### src/rtl/sysctl_pkg.sv
package sysctl_pkg;
  localparam int FLAG_LSB = 8;
  localparam int FLAG_W   = 8;
  localparam int STRAP_W  = 4;
  localparam int CFG_W    = FLAG_LSB + FLAG_W + STRAP_W;

  localparam int OFS_CFG  = 0;
  localparam int OFS_CPU  = 1;
  localparam int OFS_PRST = 2;

  // field order sets bit positions above the flag byte: variant, boot source, pad
  typedef struct packed {
    logic       pad;
    logic [1:0] boot_src;
    logic       variant;
  } strap_t;

  typedef enum logic [1:0] {
    SEQ_IDLE  = 2'd0,
    SEQ_WAIT  = 2'd1,
    SEQ_PULSE = 2'd2
  } seq_state_t;
endpackage

### src/rtl/sysctl_cfg_word.sv
module sysctl_cfg_word
  import sysctl_pkg::*;
(
  input  logic              clk,
  input  logic              por_n,
  input  logic              strap_variant,
  input  logic [1:0]        strap_boot_src,
  input  logic              strap_pad,
  input  logic              flag_we,
  input  logic [FLAG_W-1:0] flag_wdata,
  input  logic              overlay_en,
  output logic [CFG_W-1:0]  cfg_bits
);
  strap_t            straps_q;
  logic [FLAG_W-1:0] flags_q;

  always_ff @(posedge clk) begin
    if (!por_n) begin
      straps_q.variant  <= strap_variant;
      straps_q.boot_src <= strap_boot_src;
      straps_q.pad      <= strap_pad;
      flags_q           <= '0;
    end else if (flag_we && overlay_en) begin
      flags_q <= flag_wdata;
    end
  end

  assign cfg_bits = {straps_q, flags_q, {FLAG_LSB{1'b0}}};
endmodule

### src/rtl/sysctl_periph_rst.sv
module sysctl_periph_rst #(
  parameter int N_PERIPH = 22
) (
  input  logic                clk,
  input  logic                por_n,
  input  logic                we,
  input  logic [N_PERIPH-1:0] wdata,
  output logic [N_PERIPH-1:0] rst_lines
);
  for (genvar i = 0; i < N_PERIPH; i++) begin : g_line
    logic bit_q;
    always_ff @(posedge clk) begin
      if (!por_n)  bit_q <= 1'b0;
      else if (we) bit_q <= wdata[i];
    end
    assign rst_lines[i] = bit_q;
  end
endmodule

### src/rtl/sysctl_cpu_seq.sv
module sysctl_cpu_seq
  import sysctl_pkg::*;
#(
  parameter int SOFT_DELAY = 16,
  parameter int PULSE_CYC  = 4
) (
  input  logic clk,
  input  logic por_n,
  input  logic soft_we,
  input  logic soft_wdata,
  output logic soft_q,
  output logic cpu_rst,
  output logic overlay_en
);
  localparam int LONGEST = (SOFT_DELAY > PULSE_CYC) ? SOFT_DELAY : PULSE_CYC;
  localparam int CW      = $clog2(LONGEST + 1);

  seq_state_t    st;
  logic [CW-1:0] cnt;
  logic          trigger;

  assign trigger = soft_we && soft_wdata && !soft_q;

  always_ff @(posedge clk) begin
    if (!por_n) begin
      st         <= SEQ_IDLE;
      cnt        <= '0;
      soft_q     <= 1'b0;
      overlay_en <= 1'b1;
    end else begin
      if (soft_we) soft_q <= soft_wdata;
      unique case (st)
        SEQ_IDLE: if (trigger) begin
          st         <= SEQ_WAIT;
          cnt        <= CW'(SOFT_DELAY - 1);
          overlay_en <= 1'b0;
        end
        SEQ_WAIT: if (cnt == '0) begin
          st  <= SEQ_PULSE;
          cnt <= CW'(PULSE_CYC - 1);
        end else begin
          cnt <= cnt - 1'b1;
        end
        SEQ_PULSE: if (cnt == '0) st <= SEQ_IDLE;
                   else           cnt <= cnt - 1'b1;
        default: st <= SEQ_IDLE;
      endcase
    end
  end

  assign cpu_rst = (st == SEQ_PULSE);
endmodule

### src/rtl/sysctl_rst_unit.sv
module sysctl_rst_unit
  import sysctl_pkg::*;
#(
  parameter int ADDR_W     = 2,
  parameter int DATA_W     = 32,
  parameter int N_PERIPH   = 22,
  parameter int SOFT_DELAY = 16,
  parameter int PULSE_CYC  = 4
) (
  input  logic                clk,
  input  logic                por_n,
  input  logic                strap_variant,
  input  logic [1:0]          strap_boot_src,
  input  logic                strap_pad,
  input  logic                bus_sel,
  input  logic                bus_wr,
  input  logic [ADDR_W-1:0]   bus_addr,
  input  logic [DATA_W-1:0]   bus_wdata,
  output logic [DATA_W-1:0]   bus_rdata,
  output logic [N_PERIPH-1:0] periph_rst,
  output logic                cpu_rst,
  output logic                rom_overlay_en
);
  logic             hit_cfg, hit_cpu, hit_prst, wr_en;
  logic [CFG_W-1:0] cfg_bits;
  logic [DATA_W-1:0] cfg_word;
  logic             soft_q;
  logic             unused_wdata;

  assign wr_en    = bus_sel && bus_wr;
  assign hit_cfg  = (bus_addr == ADDR_W'(OFS_CFG));
  assign hit_cpu  = (bus_addr == ADDR_W'(OFS_CPU));
  assign hit_prst = (bus_addr == ADDR_W'(OFS_PRST));
  assign unused_wdata = ^bus_wdata;

  sysctl_cfg_word u_cfg (
    .clk            (clk),
    .por_n          (por_n),
    .strap_variant  (strap_variant),
    .strap_boot_src (strap_boot_src),
    .strap_pad      (strap_pad),
    .flag_we        (wr_en && hit_cfg),
    .flag_wdata     (bus_wdata[FLAG_LSB +: FLAG_W]),
    .overlay_en     (rom_overlay_en),
    .cfg_bits       (cfg_bits)
  );

  sysctl_periph_rst #(.N_PERIPH(N_PERIPH)) u_prst (
    .clk       (clk),
    .por_n     (por_n),
    .we        (wr_en && hit_prst),
    .wdata     (bus_wdata[N_PERIPH-1:0]),
    .rst_lines (periph_rst)
  );

  sysctl_cpu_seq #(.SOFT_DELAY(SOFT_DELAY), .PULSE_CYC(PULSE_CYC)) u_seq (
    .clk        (clk),
    .por_n      (por_n),
    .soft_we    (wr_en && hit_cpu),
    .soft_wdata (bus_wdata[0]),
    .soft_q     (soft_q),
    .cpu_rst    (cpu_rst),
    .overlay_en (rom_overlay_en)
  );

  assign cfg_word = DATA_W'(cfg_bits);

  always_comb begin
    bus_rdata = '0;
    if (bus_sel) begin
      if (hit_cfg)       bus_rdata = cfg_word;
      else if (hit_cpu)  bus_rdata = DATA_W'(soft_q);
      else if (hit_prst) bus_rdata = DATA_W'(periph_rst);
    end
  end
endmodule

### config.mk
export PLATFORM = sky130hd
export DESIGN_NAME = sysctl_rst_unit
export DESIGN_NICKNAME = d
export VERILOG_FILES = /design/src/rtl/sysctl_pkg.sv /design/src/rtl/sysctl_cfg_word.sv /design/src/rtl/sysctl_periph_rst.sv /design/src/rtl/sysctl_cpu_seq.sv /design/src/rtl/sysctl_rst_unit.sv
export SDC_FILE = /design/constraint.sdc
export NUM_CORES = 1
export LEC_CHECK = 0
export BUFFER_PORTS_ARGS = -buffer_cell sky130_fd_sc_hd__buf_2
export CORE_MARGIN = 2
export CORE_UTILIZATION = 53
export CTS_BUF_LIST = sky130_fd_sc_hd__clkbuf_4 sky130_fd_sc_hd__clkbuf_8
export DETAILED_ROUTE_END_ITERATION = 8
export PLACE_DENSITY = 0.87
export SYNTH_ARGS = -nofsm -noshare
export SYNTH_HDL_FRONTEND = slang
export SYNTH_SLANG_ARGS = --single-unit
### constraint.sdc
create_clock -name clk -period 3.8 [get_ports clk]
set_input_delay 0.76 -clock clk [delete_from_list [all_inputs] [get_ports clk]]
set_output_delay 0.76 -clock clk [all_outputs]
set_load 0.02 [all_outputs]
* Yosys cells after proc, flatten, opt, wreduce, memory -nomap -nowiden
Index checks and enable logic that the tools add are counted.
** Storage, ports and cells
- Register bits :: 43
- Bits in latches :: 0
- Bits in writable memories :: 0
- Bits in read-only memories :: 0
- Logic and storage cells :: 66
- Memories kept :: 0
** Cells by class
- $add $sub $neg :: 1
- Multipliers :: 0
- Divide/modulo/power cells :: 0
- Magnitude comparators :: 0
- Eq/ne operators :: 8
- Shift-type cells :: 0
- Multiplexer cells :: 12
- Bitwise logic cells :: 0
- Reductions and logical operators :: 15
** Operator list (number)
- $mux W22 :: 4
- $mux W5 :: 3
- $pmux W5 S3 :: 1
- $logic_and A1 B1 Y1 :: 7
- $mux W2 :: 3
- $ne A2 B1 Y1 const B :: 3
- $pmux W2 S3 :: 1
- $reduce_and A3 Y1 :: 2
- $logic_not A5 Y1 :: 1
- $sub A5 B1 Y5 const B :: 1
- $eq A2 B1 Y1 const B :: 2
- $eq A2 B2 Y1 const B :: 2
- $logic_not A2 Y1 :: 2
- $reduce_bool A3 Y1 :: 1
- $ne A2 B2 Y1 const B :: 1
- $reduce_and A2 Y1 :: 1
- $logic_not A1 Y1 :: 1

* Longest topological paths before layout
Gate-level depths: netlist of the first run.
- Depth in word-level cells :: 6
- Gate-level depth with buffers :: 7
- Gate-level depth less buffers :: 6

* By module
A second synthesis of the first run with hierarchy kept.
** Second synthesis, totals
- Cell total of the unflattened synthesis :: 271
- Area, all modules :: 2627.5 sq um
** By module, submodules not included
- sysctl_periph_rst :: times used 1, cells each 93, area an instance 1022.2 sq um, sequential area each 440.4 sq um
- sysctl_cfg_word :: times used 1, cells each 52, area an instance 549.3 sq um, sequential area each 280.3 sq um
- sysctl_cpu_seq :: times used 1, cells each 60, area an instance 546.8 sq um, sequential area each 180.2 sq um
- sysctl_rst_unit :: times used 1, cells each 66, area an instance 509.2 sq um, sequential area each 0.0 sq um

* Worst setup path after synthesis of the first run
Ideal clock, no wire load.
- Kind :: input to output
- Start :: input port bus_addr[1]
- End :: output port bus_rdata[0]
- Data arrival time :: 1.872 ns
- Data required time :: 3.040 ns
- Setup slack :: 1.168 ns
- Cell stages on the path :: 5
- Buffers on the path :: 2
- Cells stage by stage :: buf_2 -> nor2b_1 -> clkbuf_1 -> nand2_1 -> a21boi_0
** On the way
- Cells in the longest elaborated chain, start to end :: 5
- Elaborated cells between the ends (all ways) :: 7
- Those cells by class :: eq/ne (2); mux (4); reduce/logical (1)
** Ends and longest elaborated chain
- from (decl) :: line sysctl_rst_unit.sv:17 : input logic [ADDR_W-1:0] bus_addr,
- $eq A2 B2 Y1 :: line sysctl_rst_unit.sv:33 : assign hit_prst = (bus_addr == ADDR_W'(OFS_PRST));
- $mux W22 :: line sysctl_rst_unit.sv:73 : else if (hit_prst) bus_rdata = DATA_W'(periph_rst);
- $mux W22 :: line sysctl_rst_unit.sv:72 : else if (hit_cpu) bus_rdata = DATA_W'(soft_q);
- $mux W22 (*) :: line sysctl_rst_unit.sv:71 : if (hit_cfg) bus_rdata = cfg_word;
- $mux W22 (*) :: line sysctl_rst_unit.sv:70 : if (bus_sel) begin
- to (decl) :: line sysctl_rst_unit.sv:19 : output logic [DATA_W-1:0] bus_rdata,
Every way passes the cells marked *; elsewhere a longest branch is shown, timed or not.

* Worst setup path after layout of the first run
Ends and elaborated chain as after synthesis.

==> flow_summary.ini, run 1 <==
[drt]
vias = 1931
route.detailed.drc = 0
firstDrtPassIters = 4
via_per_inst = 5.22
wire_per_inst_um = 13.3
ant_nets = 0
routed_wl_um = 4910
initialDrtViolationCount = 129

[sta]
slew_violations = 0
max_slew_margin_pct = 43.1
rsz0062_at_grt = no
fin_skew_ns = 0.00374
finalSetupViolCount = 0
fin_crit_sh_pct = 79.0
clock.fmax_ghz = 0.333
tns_ns = 0
tightest_slew_ns = 0.854
period_needed_ns = 3.00
hold_viol_final = 0

[clock_network]
clockBufferDepth = 2
postCtsSetupBuffers = 0
clk_latency_ns = 0.29
cts.clk_slew.worst_paths_ns = 0.08
cts_resized = 0
htreeDepth = 2
root_buffer = clkbuf_8
cts_tree = done
cts_num_sinks = 43
cts_hold_buf = 0
cts_made_buffers = 5

[worst_hold_path]
hold_path_class = reg -> reg
min_from = u_prst.g_line[13].bit_q
holdPathEnd = u_prst.g_line[13].bit_q
worstHoldPathCells = 2

[pwr]
power_uw = 871
power_frac_comb_pct = 12.7
p_leak_uw = 0.00129
p_clk_share_pct = 32.4
swShare_pct = 26.9
p_per_area_nw_per_um2 = 339
p_seq_share_pct = 54.9
p_int_uw = 637
p_switching_uw = 234
peakVddDrop_mv = 0.271

[synthesis]
syn-cell-area_um2 = 2300
synth_edf_count = 4
synth_top_cell_by_area = dfxtp_1
synth_area_leaders = dfxtp_1, buf_4, mux2i_1
ys_seq_elements = 43
synth_top_family_by_area = simple AND/OR/NAND/NOR gates
synth_warnings = 0
syn_avg_cell_area_um2 = 8.46
synth_top_area_share_pct = 33.9
synth.area.mux_share_pct = 8.70
synth_fa_ha_area_share_pct = 2.72
synth_cell_types = 42
synthCells = 272
synth_flop_cell = dfxtp_1
synthXorXnorAreaFrac_pct = 0.381
synth_compound_area_share_pct = 14.5
synthSimpleGateAreaFrac_pct = 20.0
async_flop_share_pct = 0
yosysSeqAreaShare_pct = 39.2

[place]
dp_hpwl_um = 3420
numPortBuffers = 77
place.gp.congestion = 0.878

[critical_path]
cp_top_family = simple AND/OR/NAND/NOR gates
crit_chain = buf_2 -> nor2b_1 -> nand2_1 -> a21boi_0 -> buf_2
ff2ff_path_depth = 6
reg2reg_to = u_seq.cnt[2]
critPathArrivalTime_ns = 2.24
slowest_stage = nor2b_1
critPathMaxFanout = 16
r2r_slack_ns = 2.05
critPathMaxStageDelay_ns = 0.66
r2r_start = u_seq.cnt[0]
worst_path_most_repeated_cell = buf_2
critical_path_class = in -> out
end_kind = output pin
path_buf_inv = 2
startpoint_type = input port
required_ns = 3.04

[global_routing]
grt_pass1_wl_um = 8160
grt_max_degree = 41
antenna_found_initial = 0
grt_pass1_vias = 1849
grt_usage_pct = 20.5
overflow = 0

[cells_and_area]
drive_gt1_share_pct = 30.0
syn_to_final_growth_pct = 11.8
final_cell_mix = buf_2, nand2_1, dfxtp_1, a21oi_1, nor2_1
final_common_cell = buf_2
diodes = 0
final_nets = 366

[die]
dieArea_um2 = 4880
core-area_um2 = 4090
ioPinCount = 98
die_w_um = 69.9
start_util_pct = 56.3
dieHeight_um = 69.9
rows = 23

[run]
max_cap_viol_count = 0

[status]
status = finished, final reports clean
[area by class of cell]
cell class	instances	area, µm²
Tap cell	50	62.6
Clock buffer	5	68.8
Fill cell	371	1510
Multi-Input combinational cell	183	1100
Clock inverter	3	15.0
Sequential cell	43	901
Timing Repair Buffer	78	393
Inverter	8	30.0
[registers in the layout (all words and copies together) (netlist names)]
signal               cells
u_seq.soft_q             1
u_prst.g_line.bit_q     22
u_cfg.cfg_bits           4
u_seq.cnt                5
u_seq.overlay_en         1
u_seq.st                 2
u_cfg.flags_q            8
[worst register-to-register path: cells and delay by family, from the launching register on]
kind	cells	cell delay [ns]
compound gates	3	0.77
flops	1	0.38
simple gates	1	0.18
buf+inv	1	0.07
fa+ha+maj	1	0.24
[cells by family (layout without fill, tap and decap cells)]
family          after synthesis  count (layout)
simple gates                 96              96
buf+inv                      55              94
compound gates               51              51
flops                        43              43
mux                          20              20
fa+ha+maj                     5               5
other cells                   1              10
xor+xnor                      1               1
[per-layer routing]
layer | wire (µm) | up-vias | GRT usage (%)
li1 | - | 961 | -
met1 | 2060 | 898 | 23.7
met2 | 2410 | 66 | 35.6
met3 | 366 | 6 | 5.92
met4 | 72 | 0 | 8.12
met5 | 0 | - | 0
[synth_stat cells (2+ instances only)]
master,count
o31ai_1,2
nor2b_1,3
buf_4,32
clkbuf_1,10
nand2b_1,2
and3_1,10
a211oi_1,2
o21ai_0,2
a21oi_1,29
nor2_1,24
a2bb2oi_1,2
dfxtp_1,39
mux2i_1,20
inv_1,7
nand2_1,48
edfxtp_1,4
nor3_1,2
o2111ai_1,2
ha_1,5
buf_2,4
a21o_1,2
[per-stage QoR]
step / utilization, % / hold slack, ns / cell area [µm²] / std cells / setup WS [ns]
after global placement: 60.9 / 0.451 / 2490 / 362 / 0.921
after detailed placement: 60.9 / 0.459 / 2490 / 362 / 0.854
final: 63.0 / 0.468 / 2570 / 370 / 0.798
after floorplan: - / 0.445 / 2330 / 281 / 1.17
after global routing: 63.0 / 0.488 / 2570 / 370 / 0.642
after CTS: 63.0 / 0.470 / 2570 / 370 / 0.853
[power by group through the flow]
stage,combinational (µW),sequential (µW),clock [µW]
finish,110,478,282
global route,121,480,306
CTS,110,478,288
detailed placement,110,489,0
global placement,108,488,0
floorplan,88.7,487,0
[worst max path at each step]
stage                     start      endpoint  slack (ns)  depth (start not counted)
global route        bus_addr[1]  bus_rdata[0]        0.64                          5
detailed placement  bus_addr[1]  bus_rdata[0]        0.85                          5
global placement    bus_addr[1]  bus_rdata[0]        0.92                          5
finish              bus_addr[1]  bus_rdata[0]        0.80                          5
floorplan           bus_addr[1]  bus_rdata[0]        1.17                          5
CTS                 bus_addr[1]  bus_rdata[0]        0.85                          5
No activity file was read; power rests on OpenSTA's default activity.
==> inputs of run 2 (changes only) <==
--- a/config.mk
+++ b/config.mk
@@ -7,10 +7,10 @@
 export LEC_CHECK = 0
 export BUFFER_PORTS_ARGS = -buffer_cell sky130_fd_sc_hd__buf_2
 export CORE_MARGIN = 2
-export CORE_UTILIZATION = 53
+export CORE_UTILIZATION = 45
 export CTS_BUF_LIST = sky130_fd_sc_hd__clkbuf_4 sky130_fd_sc_hd__clkbuf_8
 export DETAILED_ROUTE_END_ITERATION = 8
-export PLACE_DENSITY = 0.87
+export PLACE_DENSITY = 0.78
 export SYNTH_ARGS = -nofsm -noshare
 export SYNTH_HDL_FRONTEND = slang
 export SYNTH_SLANG_ARGS = --single-unit
==> constraint.sdc (replaced) <==
create_clock -name clk -period 2.6 [get_ports clk]
set_input_delay 0.52 -clock clk [delete_from_list [all_inputs] [get_ports clk]]
set_output_delay 0.52 -clock clk [all_outputs]
set_load 0.02 [all_outputs]
==> run 2 against run 1 <==
- flip-flop and latch count unchanged
- worst setup slack worse by 0.27 ns
- critical path type unchanged
- combinational power up 52%
- global-route usage fell by 2.8 points
==> flow_summary.ini, run 2 (same netlist as run 1, synthesis figures left out) <==
[cells_and_area]
syn_to_final_growth_pct = 16.5
final_nets = 370
diodes = 0
largestRegisters = u_prst.g_line.bit_q (22), u_cfg.flags_q (8), u_seq.cnt (5)
regMostFlops = u_prst.g_line.bit_q
drive_gt1_share_pct = 30.9
largest_register_ffs = 22
stdcell_area_um2 = 2680
final_cell_mix = buf_2, nand2_1, dfxtp_1, a21oi_1, nor2_1
final_common_cell = buf_2

[pwr]
peakVddDrop_mv = 0.339
p_leak_uw = 0.00133
power_frac_comb_pct = 11.2
p_switching_uw = 350
p_clk_share_pct = 42.0
p_seq_share_pct = 46.8
p_int_uw = 1140
p_per_area_nw_per_um2 = 558
swShare_pct = 23.4

[critical_path]
critical_path_class = in -> out
ff2ff_path_depth = 6
startpoint_type = input port
critPathMaxFanout = 8
critPathArrivalTime_ns = 1.55
required_ns = 2.08
r2r_slack_ns = 0.90
crit_chain = buf_2 -> nor2b_1 -> buf_4 -> and3_1 -> buf_2
critPathMaxStageDelay_ns = 0.34
r2r_start = u_seq.cnt[0]
slowest_stage = nor2b_1
worst_path_most_repeated_cell = buf_2
reg2reg_to = u_seq.cnt[2]
end_kind = output pin

[status]
status = finished, final reports clean

[sta]
clock.fmax_ghz = 0.483
tns_ns = 0
period_needed_ns = 2.07
hold_viol_final = 0
rsz0062_at_grt = no
finalSetupViolCount = 0
fin_skew_ns = 0.00539
slew_violations = 0
fin_crit_sh_pct = 79.7

[drt]
via_per_inst = 4.91
vias = 1933
wire_per_inst_um = 12.9
routed_wl_um = 5080
route.detailed.drc = 0
firstDrtPassIters = 4
initialDrtViolationCount = 125
ant_nets = 0

[clock_network]
cts_num_sinks = 43
postCtsSetupBuffers = 0
cts_tree = done
cts_resized = 0
cts.clk_slew.worst_paths_ns = 0.08
clk_latency_ns = 0.29
root_buffer = clkbuf_8
htreeDepth = 2
clockBufferDepth = 2
cts_hold_buf = 0
cts_made_buffers = 5

[place]
dp_hpwl_um = 3690
place.gp.congestion = 0.785
dpl_cell_area_um2 = 2540
numPortBuffers = 77

[die]
core-area_um2 = 5010
ioPinCount = 98
rows = 26
start_util_pct = 45.9
die_w_um = 75.5
dieArea_um2 = 5700
dieHeight_um = 75.5

[global_routing]
gr-usage-met1_pct = 24.0
grt_usage_pct = 17.7
use_met3_pct = 4.89
antenna_found_initial = 0
grt_max_degree = 25
overflow = 0
grt_pass1_vias = 1651
grt_pass1_wl_um = 7730
grt_busiest_layer = met2
gr-usage-met2_pct = 28.1

[run]
max_cap_viol_count = 0

[worst_hold_path]
holdPathEnd = u_cfg.cfg_bits[16]
worstHoldPathCells = 1
min_from = strap_variant
hold_path_class = in -> reg
-- run 2: cell count changes in the layout (fill, tap and decap cells not counted), sizes merged --
cell / previous run / this run
clkinv: 3 / 0
buf: 78 / 82
clkbuf: 5 / 6
bufinv: 0 / 2
-- run 2: worst max-delay path by stage --
stage | depth (start not counted) | end | start
5_1_grt | 5 | bus_rdata[21] | bus_addr[1]
6_report | 5 | bus_rdata[6] | bus_addr[1]
4_1_cts | 5 | bus_rdata[6] | bus_addr[1]
3_5_place_dp | 5 | bus_rdata[6] | bus_addr[1]
2_1_floorplan | 5 | bus_rdata[0] | bus_addr[1]
3_3_place_gp | 5 | bus_rdata[6] | bus_addr[1]
-- run 2: cell type report --
class	instances	area, µm²
timing repair buffer	82	423
fill	508	2330
sequential	43	901
multi-input combinational	183	1100
clock inverter	2	60.1
tap	70	87.6
clock buffer	6	76.3
inverter	8	30.0
-- run 2: power by group through the flow --
| stage | combinational [µW] | clock (µW) | sequential [µW] |
|---|---|---|---|
| 2_1_floorplan | 130 | 0 | 712 |
| 3_5_place_dp | 167 | 0 | 715 |
| 5_1_grt | 184 | 669 | 702 |
| 6_report | 167 | 628 | 699 |
| 4_1_cts | 167 | 637 | 699 |
| 3_3_place_gp | 163 | 0 | 714 |
-- run 2: worst max-delay path, delay by kind of cell --
family	cells	cell delay, ns
buf+inv	3	0.52
simple gates	2	0.50
-- run 2: metrics by stage --
step | hold WS [ns] | instances | utilization (%) | power (µW) | setup slack [ns]
6_report | 0.405 | 394 | 53.5 | 1490 | 0.528
5_1_grt | 0.392 | 394 | 53.5 | 1560 | 0.415
4_1_cts | 0.395 | 394 | 53.5 | 1500 | 0.526
3_5_place_dp | 0.455 | 386 | 50.8 | 881 | 0.526
3_3_place_gp | 0.451 | 386 | 50.8 | 877 | 0.553
2_1_floorplan | 0.445 | 281 | - | 842 | 0.448
-- run 2: layer usage --
layer	routed length [µm]	part of all wire [%]
met5	0	0
met4	28	0.55
met3	275	5.4
met2	2440	48
met1	2340	46
==> inputs of run 3 (changes only) <==
--- a/config.mk
+++ b/config.mk
@@ -7,10 +7,10 @@
 export LEC_CHECK = 0
 export BUFFER_PORTS_ARGS = -buffer_cell sky130_fd_sc_hd__buf_2
 export CORE_MARGIN = 2
-export CORE_UTILIZATION = 45
+export CORE_UTILIZATION = 49
 export CTS_BUF_LIST = sky130_fd_sc_hd__clkbuf_4 sky130_fd_sc_hd__clkbuf_8
 export DETAILED_ROUTE_END_ITERATION = 8
-export PLACE_DENSITY = 0.78
+export PLACE_DENSITY = 0.81
 export SYNTH_ARGS = -nofsm -noshare
 export SYNTH_HDL_FRONTEND = slang
 export SYNTH_SLANG_ARGS = --single-unit
==> constraint.sdc (replaced) <==
create_clock -name clk -period 2 [get_ports clk]
set_input_delay 0.4 -clock clk [delete_from_list [all_inputs] [get_ports clk]]
set_output_delay 0.4 -clock clk [all_outputs]
set_load 0.02 [all_outputs]
==> run 3 against run 2 <==
- clock skew increased by 0.0021 ns
- wire length grew 1.3%
- first-iteration DRC count rose by 29%
- worst setup slack worse by 0.31 ns
- design area fell by 1.4%
- count of clock-buffer cells in the layout grew 2
- combinational power is 32% higher
- critical path depth increased by 1
- clock power fell by 8.1%
- via count is 3.3% higher
- non-clock buffer count increased by 4
- sequential share of layout area grew 0.48 points
==> flow_summary.ini, run 3 (same netlist as run 1, synthesis figures left out) <==
[global_routing]
grt_pass1_wl_um = 8250
overflow = 0
grt_pass1_vias = 1792
antenna_found_initial = 0
grt_usage_pct = 20.1
grt_max_degree = 23

[sta]
period_needed_ns = 1.78
max_slew_margin_pct = 65.4
finalSetupViolCount = 0
slew_violations = 0
tns_ns = 0
clock.fmax_ghz = 0.561
rsz0062_at_grt = no
tightest_slew_ns = 0.518
fin_crit_sh_pct = 89.2
hold_viol_final = 0
fin_skew_ns = 0.00749

[clock_network]
cts_tree = done
cts.clk_slew.worst_paths_ns = 0.08
cts_made_buffers = 5
cts_resized = 0
htreeDepth = 2
postCtsSetupBuffers = 0
cts_num_sinks = 43
cts_hold_buf = 0
clk_latency_ns = 0.30
root_buffer = clkbuf_8
clockBufferDepth = 2

[die]
rows = 24
core-area_um2 = 4440
die_w_um = 72.5
dieHeight_um = 72.5
ioPinCount = 98
start_util_pct = 51.8
dieArea_um2 = 5260

[drt]
initialDrtViolationCount = 161
via_per_inst = 5.25
firstDrtPassIters = 4
ant_nets = 0
routed_wl_um = 5150
route.detailed.drc = 0
vias = 1996
wire_per_inst_um = 13.6

[cells_and_area]
drive_gt1_share_pct = 31.7
diodes = 0
largestRegisters = u_prst.g_line.bit_q (22), u_cfg.flags_q (8), u_seq.cnt (5)
syn_to_final_growth_pct = 14.8
final_common_cell = buf_2
final_cell_mix = buf_2, nand2_1, dfxtp_1, a21oi_1, nor2_1
final_nets = 374
regMostFlops = u_prst.g_line.bit_q
largest_register_ffs = 22

[pwr]
peakVddDrop_mv = 0.421
power_uw = 1710
p_per_area_nw_per_um2 = 646
p_leak_uw = 0.00133

[critical_path]
end_kind = output pin
startpoint_type = input port
critical_path_class = in -> out
critPathArrivalTime_ns = 1.38
crit_chain = buf_2 -> nor2b_1 -> buf_4 -> nand2_1 -> a21boi_0 -> buf_2
worst_path_most_repeated_cell = buf_2
path_buf_inv = 3
r2r_slack_ns = 0.31
slowest_stage = buf_2
cp_top_family = buffers and inverters
critPathMaxStageDelay_ns = 0.25
required_ns = 1.60
critPathMaxFanout = 12

[place]
numPortBuffers = 77
dp_hpwl_um = 3860
place.gp.congestion = 0.828

[run]
max_cap_viol_count = 0

[worst_hold_path]
hold_path_class = in -> reg

[status]
status = finished, final reports clean
[run 3: worst reg2reg max path, stage by stage, from the launching register on]
cell and delay, ns:
dfxtp_1 0.34, inv_1 0.08, ha_1 0.21, or4b_4 0.52
a21o_1 0.21, a21oi_2 0.13, a211oi_1 0.08
[run 3: layer usage]
layer / routed length (µm) / global-route usage [%] / up-vias
li1: - / - / 984
met1: 2300 / 26.4 / 949
met2: 2480 / 31.9 / 58
met3: 323 / 6.11 / 5
met4: 52 / 6.17 / 0
met5: 0 / 0 / -
[run 3: metrics by stage]
stage / setup slack, ns / hold WS [ns] / area (µm²) / util (%) / std cells
finish: 0.216 / 0.277 / 2640 / 59.5 / 380
global route: 0.0712 / 0.265 / 2640 / 59.5 / 380
CTS: 0.206 / 0.272 / 2640 / 59.5 / 380
detailed placement: 0.207 / 0.459 / 2550 / 57.4 / 372
global placement: 0.218 / 0.449 / 2550 / 57.4 / 372
floorplan: 0.0883 / 0.445 / 2330 / - / 281
[run 3: area by class of cell]
type / instances / area (µm²)
clock buffers: 8 / 91.3
fillers: 411 / 1800
inverters: 8 / 30.0
multi-input cells: 183 / 1100
flip-flops and latches: 43 / 901
well taps: 52 / 65.1
repair buffers: 86 / 453
[run 3: report_power, final]
part           leakage, µW  internal (µW)  switching, µW
Clock            0.0000498            289            288
Combinational     0.000929           85.2            135
Sequential        0.000355            893           16.3
[run 3: final timing paths]
check                     startpoint                       to  cells after the start
max                      bus_addr[1]             bus_rdata[0]                      6
max reg2reg             u_seq.cnt[0]             u_seq.cnt[3]                      6
min                strap_boot_src[1]       u_cfg.cfg_bits[18]                      1
min reg2reg  u_prst.g_line[20].bit_q  u_prst.g_line[20].bit_q                      2
